--- config.mk ---
export PLATFORM = sky130hd
export DESIGN_NAME = tx_desc_ctrl
export DESIGN_NICKNAME = d
export VERILOG_FILES = /design/src/rtl/tx_desc_pkg.sv /design/src/rtl/tx_desc_reg.sv /design/src/rtl/tx_start_ctrl.sv /design/src/rtl/tx_desc_ctrl.sv
export SDC_FILE = /design/constraint.sdc
export NUM_CORES = 1
export LEC_CHECK = 0
export ABC_AREA = 1
export BUFFER_PORTS_ARGS = -buffer_cell sky130_fd_sc_hd__buf_2
export CORE_MARGIN = 4
export CORE_UTILIZATION = 50
export DETAILED_ROUTE_END_ITERATION = 10
export GPL_ROUTABILITY_DRIVEN = 0
export PLACE_DENSITY = 0.81
export SETUP_SLACK_MARGIN = 0.2
export SYNTH_ARGS = -nofsm -noshare
export SYNTH_HDL_FRONTEND = slang
export SYNTH_SLANG_ARGS = --single-unit
--- constraint.sdc ---
create_clock -name clk -period 2.87 [get_ports clk]
set_input_delay 0.287 -clock clk [delete_from_list [all_inputs] [get_ports clk]]
set_output_delay 0.287 -clock clk [all_outputs]
set_load 0.03 [all_outputs]
--- src/rtl/tx_desc_pkg.sv ---
package tx_desc_pkg;
  localparam int WORD_W = 32;
  localparam int THR_W  = 6;

  // Bit positions inside a descriptor word
  localparam int B_CRS  = 31;
  localparam int B_ABT  = 30;
  localparam int B_OWC  = 29;
  localparam int B_HB   = 28;
  localparam int B_NCC  = 24;
  localparam int B_THR  = 16;
  localparam int B_TOK  = 15;
  localparam int B_TUN  = 14;
  localparam int B_OWN  = 13;

  typedef struct packed {
    logic       crs;
    logic       abt;
    logic       owc;
    logic       hb;
    logic [3:0] ncc;
    logic       tok;
    logic       tun;
  } tx_stat_t;

  // Code 0 is a fixed 8-byte level, any other code counts 32-byte units
  function automatic logic [11:0] thr_to_bytes(input logic [THR_W-1:0] code);
    if (code == '0) return 12'd8;
    return {1'b0, code, 5'b0};
  endfunction
endpackage

--- src/rtl/tx_desc_reg.sv ---
module tx_desc_reg
  import tx_desc_pkg::*;
#(
  parameter int SIZE_W = 13
) (
  input  logic              clk,
  input  logic              rst,
  input  logic              wr_full,
  input  logic              wr_part,
  input  logic [WORD_W-1:0] wr_data,
  input  logic              done_hit,
  input  tx_stat_t          stat_in,
  input  logic              speed100,
  input  logic              own_set,
  output logic [WORD_W-1:0] q
);
  logic [SIZE_W-1:0] size_r;
  logic [THR_W-1:0]  thr_r;
  logic              own_r;
  tx_stat_t          stat_r;

  always_ff @(posedge clk) begin
    if (rst) begin
      size_r <= '0;
      thr_r  <= '0;
      own_r  <= 1'b1;
      stat_r <= '0;
    end else begin
      if (wr_full) begin
        size_r <= wr_data[SIZE_W-1:0];
        thr_r  <= wr_data[B_THR +: THR_W];
        own_r  <= wr_data[B_OWN];
        stat_r <= '0;
      end
      if (done_hit) begin
        stat_r    <= stat_in;
        stat_r.hb <= stat_in.hb & ~speed100;
      end
      if (own_set) own_r <= 1'b1;
    end
  end

  always_comb begin
    q = '0;
    q[SIZE_W-1:0]     = size_r;
    q[B_OWN]          = own_r;
    q[B_TUN]          = stat_r.tun;
    q[B_TOK]          = stat_r.tok;
    q[B_THR +: THR_W] = thr_r;
    q[B_NCC +: 4]     = stat_r.ncc;
    q[B_HB]           = stat_r.hb;
    q[B_OWC]          = stat_r.owc;
    q[B_ABT]          = stat_r.abt;
    q[B_CRS]          = stat_r.crs;
  end


  part_ignore_chk: assert property (@(posedge clk) disable iff (rst)
    (wr_part && !wr_full && !done_hit && !own_set) |=> $stable(q));


  stat_clear_chk: assert property (@(posedge clk) disable iff (rst)
    (wr_full && !done_hit) |=> (q[31:24] == 8'h00 && q[15:14] == 2'b00));


  hb_fast_chk: assert property (@(posedge clk) disable iff (rst)
    (done_hit && speed100) |=> !q[B_HB]);


  own_set_chk: assert property (@(posedge clk) disable iff (rst)
    own_set |=> q[B_OWN]);
endmodule

--- src/rtl/tx_start_ctrl.sv ---
module tx_start_ctrl
  import tx_desc_pkg::*;
#(
  parameter int NUM_DESC   = 4,
  parameter int CNT_W      = 12,
  parameter int SIZE_W     = 13,
  parameter int LONG_LIMIT = 1792,
  localparam int PW        = $clog2(NUM_DESC)
) (
  input  logic              clk,
  input  logic              rst,
  input  logic [WORD_W-1:0] desc_q [NUM_DESC],
  input  logic [CNT_W-1:0]  fifo_bytes,
  input  logic              fifo_pkt_ready,
  input  logic              tx_done,
  output logic              tx_start,
  output logic              busy,
  output logic [PW-1:0]     cur_idx
);
  localparam logic [PW-1:0] LAST = PW'(NUM_DESC - 1);

  typedef enum logic {S_IDLE, S_BUSY} st_t;
  st_t st;

  logic              prev_long;
  logic [PW-1:0]     prev_idx;
  logic [WORD_W-1:0] cur_w;
  logic [CNT_W-1:0]  thr_b;
  logic              eligible, hold, level_ok, go;

  always_comb begin
    cur_w    = desc_q[cur_idx];
    thr_b    = CNT_W'(thr_to_bytes(cur_w[B_THR +: THR_W]));
    eligible = !cur_w[B_OWN] && (cur_w[SIZE_W-1:0] != '0);
    hold     = prev_long && !desc_q[prev_idx][B_OWN];
    level_ok = fifo_pkt_ready || (fifo_bytes >= thr_b);
    go       = (st == S_IDLE) && eligible && !hold && level_ok;
  end

  always_ff @(posedge clk) begin
    if (rst) begin
      st        <= S_IDLE;
      cur_idx   <= '0;
      tx_start  <= 1'b0;
      prev_long <= 1'b0;
      prev_idx  <= '0;
    end else begin
      tx_start <= go;
      if (go) st <= S_BUSY;
      if (st == S_BUSY && tx_done) begin
        st        <= S_IDLE;
        cur_idx   <= (cur_idx == LAST) ? '0 : cur_idx + 1'b1;
        prev_long <= (cur_w[SIZE_W-1:0] > SIZE_W'(LONG_LIMIT));
        prev_idx  <= cur_idx;
      end
    end
  end

  assign busy = (st == S_BUSY);


  start_pulse_chk: assert property (@(posedge clk) disable iff (rst)
    tx_start |=> !tx_start);


  ptr_adv_chk: assert property (@(posedge clk) disable iff (rst)
    (busy && tx_done) |=>
      (cur_idx == (($past(cur_idx) == LAST) ? '0 : $past(cur_idx) + 1'b1)));


  long_hold_chk: assert property (@(posedge clk) disable iff (rst)
    hold |=> !tx_start);
endmodule

--- src/rtl/tx_desc_ctrl.sv ---
module tx_desc_ctrl
  import tx_desc_pkg::*;
#(
  parameter int NUM_DESC   = 4,
  parameter int CNT_W      = 12,
  parameter int SIZE_W     = 13,
  parameter int LONG_LIMIT = 1792,
  localparam int PW        = $clog2(NUM_DESC)
) (
  input  logic              clk,
  input  logic              rst,
  input  logic              wr_en,
  input  logic [PW-1:0]     wr_idx,
  input  logic [3:0]        wr_be,
  input  logic [WORD_W-1:0] wr_data,
  input  logic [PW-1:0]     rd_idx,
  output logic [WORD_W-1:0] rd_data,
  input  logic [CNT_W-1:0]  fifo_bytes,
  input  logic              fifo_pkt_ready,
  input  logic              dma_done,
  input  logic [PW-1:0]     dma_idx,
  input  logic              tx_done,
  input  logic              tx_ok,
  input  logic              tx_underrun,
  input  logic              tx_abort,
  input  logic              tx_carrier_lost,
  input  logic              tx_late_coll,
  input  logic              tx_hb_fail,
  input  logic [3:0]        tx_coll_cnt,
  input  logic              speed100,
  output logic              tx_start,
  output logic [PW-1:0]     cur_idx
);
  logic [WORD_W-1:0] desc_q [NUM_DESC];
  logic              busy;
  tx_stat_t          stat_in;

  always_comb begin
    stat_in.crs = tx_carrier_lost;
    stat_in.abt = tx_abort;
    stat_in.owc = tx_late_coll;
    stat_in.hb  = tx_hb_fail;
    stat_in.ncc = tx_coll_cnt;
    stat_in.tok = tx_ok;
    stat_in.tun = tx_underrun;
  end

  for (genvar g = 0; g < NUM_DESC; g++) begin : g_desc
    logic sel_w;
    assign sel_w = wr_en && (wr_idx == PW'(g));
    tx_desc_reg #(.SIZE_W(SIZE_W)) u_reg (
      .clk      (clk),
      .rst      (rst),
      .wr_full  (sel_w && (wr_be == 4'hF)),
      .wr_part  (sel_w && (wr_be != 4'hF)),
      .wr_data  (wr_data),
      .done_hit (tx_done && busy && (cur_idx == PW'(g))),
      .stat_in  (stat_in),
      .speed100 (speed100),
      .own_set  (dma_done && (dma_idx == PW'(g))),
      .q        (desc_q[g])
    );
  end

  tx_start_ctrl #(
    .NUM_DESC   (NUM_DESC),
    .CNT_W      (CNT_W),
    .SIZE_W     (SIZE_W),
    .LONG_LIMIT (LONG_LIMIT)
  ) u_ctrl (
    .clk            (clk),
    .rst            (rst),
    .desc_q         (desc_q),
    .fifo_bytes     (fifo_bytes),
    .fifo_pkt_ready (fifo_pkt_ready),
    .tx_done        (tx_done),
    .tx_start       (tx_start),
    .busy           (busy),
    .cur_idx        (cur_idx)
  );

  always_ff @(posedge clk) begin
    if (rst) rd_data <= '0;
    else     rd_data <= desc_q[rd_idx];
  end
endmodule

Yosys cells after proc, flatten, opt, wreduce, memory -nomap -nowiden --
Index checks and enable logic that the tools add are counted.
Word-level totals: output and inout port bits 35, input bits 71, logic and storage cells 129, register bits after elaboration 159
Cells by class: magnitude comparators 5, add/sub/neg operators 1, equal/unequal tests 10, muxes and demuxes 21, reductions and logical operators 40, bitwise logic cells 6
Operator list (count):
- 32-bit binary-select mux with 2-bit select | 3
- 10-bit two-way mux | 8
- 32-bit two-way mux | 2
- 22-bit two-way mux | 2
- 14-bit two-way mux | 2
- 12-bit two-way mux | 2
- 1-bit logical AND | 22
- 13-bit by 11-bit greater-than comparator with 1-bit output, second input constant | 1
- 13-bit nonzero test | 1
- 2-bit equality test, second input constant | 6
- 12-bit greater-or-equal comparator | 1
- 2-bit OR reduction | 5
- 3-bit greater-or-equal comparator, second input constant | 3
- 2-bit NOT with 3-bit output | 3
- 2-bit nonzero test | 4
- 2-bit by 1-bit equality test with 1-bit output, second input constant | 3
- 2-bit zero test | 3
- 6-bit zero test | 1
- 4-bit equality test, second input constant | 1
- 1-bit zero test | 3
- 2-bit by 1-bit adder with 2-bit output, second input constant | 1
- 2-bit two-way mux | 1
- 1-bit NOT | 2
- 1-bit bitwise AND | 1
- other kinds (2) | 2

Longest topological paths before layout --
depth after elaboration 10, gate-level depth with buffers 15, mapped depth without buffers 13

By module --
Synthesis repeated with hierarchy kept, for this count alone.
Second synthesis, totals: cells, all modules 1171, area total of the unflattened synthesis 8056.5 um^2
Modules (own cells, without submodules):
- tx_desc_reg | area an instance 1133.6 um^2, instances 4, sequential area each 600.6 um^2, cells each 135
- tx_desc_ctrl | area an instance 2416.1 um^2, instances 1, sequential area each 640.6 um^2, cells each 439
- tx_start_ctrl | area an instance 1106.1 um^2, instances 1, sequential area each 140.1 um^2, cells each 192

Worst setup path before layout --
No wires, ideal clock.
kind register to register, start point register u_ctrl.cur_idx[0], end point register u_ctrl.st (netlist: u_ctrl.busy), slack 494 ps, period minus slack after synthesis 2376 ps, cell stages (with the launch flop) 14, required time 2800 ps, arrival time 2306 ps, setup time 70 ps, path through dfxtp_1 -> buf_2 -> buf_2 -> clkbuf_1 -> nand2_1 -> nand3_1 -> nand2_1 -> ha_1 -> nand2_1 -> nor3_1 -> nand3b_1 -> nand4_1 -> nand3_1 -> a21oi_1
On the way: longest elaborated chain between the ends 10, elaborated cells between the ends (all ways) 15
RTL lines:
- from (decl) | RTL line tx_start_ctrl.sv:18 | output logic [PW-1:0] cur_idx
- from (signal assigned) | RTL line tx_start_ctrl.sv:52 | cur_idx <= (cur_idx == LAST) ? '0 : cur_idx + 1'b1;
- 2-bit NOT with 3-bit output (implied by the code) * | RTL line tx_start_ctrl.sv:32 | cur_w = desc_q[cur_idx];
- 32-bit binary-select mux with 2-bit select * | RTL line tx_start_ctrl.sv:32
- 22-bit two-way mux (implied by the code) * (2 in a row) | RTL line tx_start_ctrl.sv:32
- 6-bit zero test | RTL line tx_desc_pkg.sv:28 | if (code == '0) return 12'd8;
- 1-bit two-way mux | RTL line tx_desc_pkg.sv:28
- 12-bit two-way mux | RTL line tx_desc_pkg.sv:29 | return {1'b0, code, 5'b0};
- 12-bit greater-or-equal comparator | RTL line tx_start_ctrl.sv:36 | level_ok = fifo_pkt_ready || (fifo_bytes >= thr_b);
- 1-bit logical OR | RTL line tx_start_ctrl.sv:36
- 1-bit logical AND * | RTL line tx_start_ctrl.sv:37 | go = (st == S_IDLE) && eligible && !hold && level_ok;
- to (signal assigned) | RTL line tx_start_ctrl.sv:42 | st <= S_IDLE;
- to (signal assigned) | RTL line tx_start_ctrl.sv:49 | if (go) st <= S_BUSY;
- to (signal assigned) | RTL line tx_start_ctrl.sv:51 | st <= S_IDLE;
- to (decl) | RTL line tx_start_ctrl.sv:23 | st_t st;
Mark *: on every way between the ends. The rest lies on a longest branch, timed or not. The select of a mux whose other input is x is not followed. A chain may end at the register's enable or synchronous reset.

Worst setup path in the final report --
start point register u_ctrl.cur_idx[1], end point register u_ctrl.st (netlist: u_ctrl.busy)
Same word-level chain as after synthesis.

==> key figures <==
Run status
  • Status: completed

Logic synthesis
  • Synth Cell Area: roughly 7000 um2
  • Sequential area share after synthesis: 0.456
  • Synth top area share: 0.456
  • Number of distinct library cells after synthesis: 27
  • Main synth FF type: dfxtp_1
  • Async SR Flop Fraction: 0
  • XOR/XNOR share of the synthesized area: 0
  • Most area-hungry cell type in the Yosys netlist: dfxtp_1
  • Adder-Cell Fraction of Synth Area: 0.0200
  • Synth Instances: 982
  • Seq cells post-synth: 157
  • Compound-cell area share of the yosys netlist: 0.212
  • Post-synth EDFFs: 0
  • Post-Synth Simple-Gate Area: 0.239
  • Largest family of logic cells by synthesized area: simple AND/OR/NAND/NOR gates
  • Mux contribution to synthesized area: 0
  • Syn Area/Cell: 7.02 um2
  • Synth warnings: 0
  • Synth area leaders: dfxtp_1 (46%), nor2_1 (11%), o21ai_0 (11%), a21oi_1 (9.6%), nand2_1 (8.3%)

Floorplanning
  • Core area: 13,300 um2
  • FP Rows: 42
  • Die X-Extent: 125 um
  • Initial Util: 0.516
  • Ports: 106
  • Die Area: 15,700 um2
  • Die height: approximately 130 um

GRT
  • Initial antenna violation count: 0
  • GRT Residual Overflow: 0
  • Vias in the first global route: approximately 6.4k
  • First-pass GRT wire length: 31,100 um
  • GR Util All Layers: 0.241
  • Largest net degree at the start of global routing: 83

Routing
  • Drt pass-1 iters: 5
  • DR WL/cell: ~15 um
  • Total number of vias: 6,765
  • Drt total wl: between 15,000 and 20,000 um
  • Vias per cell: 5.46
  • Post-route DRC: 0
  • DRT antenna net count: 0
  • Initial DRC count: between 600 and 700

Pwr
  • Comb power frac: 0.071
  • Int Pwr: 3.68 mW
  • Sw Share: 0.234
  • Clock power share: 0.467
  • Pwr Density: 597 nW/um2
  • Max VDD drop: roughly 370 uV
  • Net Sw Power: between 1 and 1.5 mW
  • Reg power frac: 0.462
  • Leak Pwr: 3.36 nW

Critical path
  • CP dominant cell by count: a21oi_1
  • Highest-delay cell along the critical path: dfxtp_1
  • Critical Path AT: roughly 2.7 ns
  • Crit-path leading delay family: simple AND/OR/NAND/NOR gates
  • Critical path depth in cells: 10
  • Worst Setup Start Kind: flip-flop
  • R2R depth: 10
  • Worst Path Max Fanout: 18
  • Worst setup EP type: flip-flop
  • Buf/Inv on CP: 1
  • Critical path type: flip-flop to flip-flop
  • Max incr delay on CP: 0.79 ns
  • Required time of the critical path: between 3 and 4 ns
  • Cell Chain, Critical Path: a21oi_1, o21ai_0, nand2_1, ha_1, inv_1, nor3_1, nand3b_1, nand4_1, nand3_1, a21oi_1

CTS
  • Worst skew pair latency: 0.42 ns
  • Clk sink count: 157
  • Post-CTS sizing: 0
  • CTS HTree Levels: 4
  • Clock Path Buffers: 2
  • CTS tree: yes
  • Worst-path clk slew: 0.06 ns
  • # hold bufs at CTS: 0
  • Root buffer cell: clkbuf_16
  • Post-CTS Setup Bufs: 0
  • CTS buffer count: 17

Final layout
  • Antenna Cells: 0
  • Fillers: 1,224
  • Layout area overhead: 16.7%
  • Fin util: 0.602
  • Final Net Count: between 1k and 1.5k
  • Fraction of layout cells with a size suffix above 1: 0.145

STA
  • Period minus WS final: 2.36 ns
  • Setup TNS: 0 ns
  • Fmax achieved: 0.423 GHz
  • Slew headroom: 0.439
  • Slew @ Worst Pin: 0.841 ns
  • Min Hold Slack: 0.118 ns
  • Final period utilization: 0.824
  • Max Transition Viols Final: 0
  • Final hold vios: 0
  • Unrepaired setup endpoints after global routing: false
  • Final setup violation count: 0
  • Clock skew: roughly 0.0045 ns

Placement
  • Port Buffers: ~90
  • HPWL after DPL: approximately 12,000 um

Min path
  • Worst min-delay path class: input port to flip-flop
  • Hold path depth: 3

Flow run
  • Max cap viols: 0
## sequential cells by signal (all words and copies together) (netlist names)
name,cells
u_ctrl.busy,1
g_desc.u_reg.size_r,52
g_desc.u_reg.q,40
u_ctrl.prev_idx,2
rd_data,30
g_desc.u_reg.own_r,4
g_desc.u_reg.thr_r,24
u_ctrl.prev_long,1
u_ctrl.cur_idx,2
u_ctrl.tx_start,1
## placed cells by master (no fill, tap or decap)
| master | synthesis | final |
|---|---|---|
| a21oi_1 | 132 | 132 |
| buf_2 | 13 | 91 |
| buf_4 | 2 | 17 |
| bufinv_16 | 0 | 2 |
| clkbuf_1 | 33 | 1 |
| clkbuf_16 | 0 | 17 |
| clkbuf_8 | 0 | 4 |
| clkinv_1 | 8 | 8 |
| clkinv_2 | 0 | 4 |
| clkinv_4 | 0 | 2 |
| clkinvlp_4 | 0 | 2 |
| conb_1 | 1 | 2 |
| dfxtp_1 | 157 | 157 |
| ha_1 | 11 | 11 |
| inv_1 | 48 | 48 |
| inv_2 | 8 | 8 |
| nand2_1 | 152 | 152 |
| nand3_1 | 23 | 23 |
| nand3b_1 | 1 | 1 |
| nand4_1 | 5 | 5 |
| nand4_4 | 1 | 1 |
| nor2_1 | 206 | 206 |
| nor3_1 | 8 | 8 |
| nor4_2 | 1 | 1 |
| nor4_4 | 3 | 3 |
| o2111ai_1 | 1 | 1 |
| o211ai_1 | 6 | 6 |
| o21ai_0 | 148 | 148 |
| o221ai_1 | 1 | 1 |
| or2_2 | 2 | 2 |
## worst paths after layout
check	start	to	slack (ns)
max reg2reg	u_ctrl.cur_idx[1]	u_ctrl.busy	0.51
min	wr_data[13]	g_desc[1].u_reg.own_r	0.12
max	u_ctrl.cur_idx[1]	u_ctrl.busy	0.51
min reg2reg	g_desc[1].u_reg.q[29]	g_desc[1].u_reg.q[29]	0.46
## cell families (layout without fill, tap and decap cells)
| logic type | Yosys count | count (layout) |
|---|---|---|
| AOI/OAI and AO/OA | 288 | 288 |
| buffers and inverters | 123 | 204 |
| other | 1 | 2 |
| adders and majority gates | 11 | 11 |
| and+or+nand+nor | 402 | 402 |
| DFF | 157 | 157 |
## per-layer routing
metal / vias to the layer above / routed length (um) / track usage / part of all wire
met4: 0 / 455 / 0.0963 / 0.024
met1: 3066 / 8040 / 0.315 / 0.43
met5: - / 0 / 0 / 0
met3: 47 / 1650 / 0.0507 / 0.088
met2: 306 / 8710 / 0.389 / 0.46
li1: 3346 / - / - / -
## cells in the mapped netlist (6+ instances only)
| library cell | number |
|---|---|
| nor2_1 | 206 |
| dfxtp_1 | 157 |
| nand2_1 | 152 |
| o21ai_0 | 148 |
| a21oi_1 | 132 |
| inv_1 | 48 |
| clkbuf_1 | 33 |
| nand3_1 | 23 |
| buf_2 | 13 |
| ha_1 | 11 |
| buf_1 | 8 |
| clkinv_1 | 8 |
| inv_2 | 8 |
| nor3_1 | 8 |
| o211ai_1 | 6 |
## metrics by stage
step | worst slack, ns | std cells | power, mW | instance area, um2
6_report | 0.506 | 1240 | 4.80 | 8040
5_1_grt | 0.407 | 1240 | 4.95 | 8040
4_1_cts | 0.568 | 1240 | 4.82 | 8040
3_5_place_dp | 0.593 | 1208 | 2.60 | 7440
3_3_place_gp | 0.698 | 1208 | 2.60 | 7440
2_1_floorplan | 0.494 | 983 | 2.47 | 6900
## cell type report
type	instances	area (um2)	share of cell area
multi-input cells	703	3260	0.405
repair buffers	108	583	0.0725
flip-flops and latches	157	3140	0.391
inverters	64	240	0.0299
clock inverters	10	113	0.0140
clock buffers	22	484	0.0602
well taps	176	220	0.0274
## worst register-to-register path, delay by kind of cell, from the launching register on
| family | cells | cell delay, ns |
|---|---|---|
| compound gates | 3 | 0.34 |
| fa+ha+maj | 1 | 0.31 |
| buf+inv | 1 | 0.04 |
| flops | 1 | 0.79 |
| simple gates | 5 | 0.81 |
## power groups by stage
stage | clock, mW | combinational (mW) | sequential [mW]
floorplan | 0 | 0.165 | 2.31
global placement | 0 | 0.333 | 2.27
detailed placement | 0 | 0.336 | 2.27
CTS | 2.26 | 0.338 | 2.22
global route | 2.36 | 0.377 | 2.22
finish | 2.24 | 0.341 | 2.22
No activity file was read; power rests on OpenSTA's default activity.
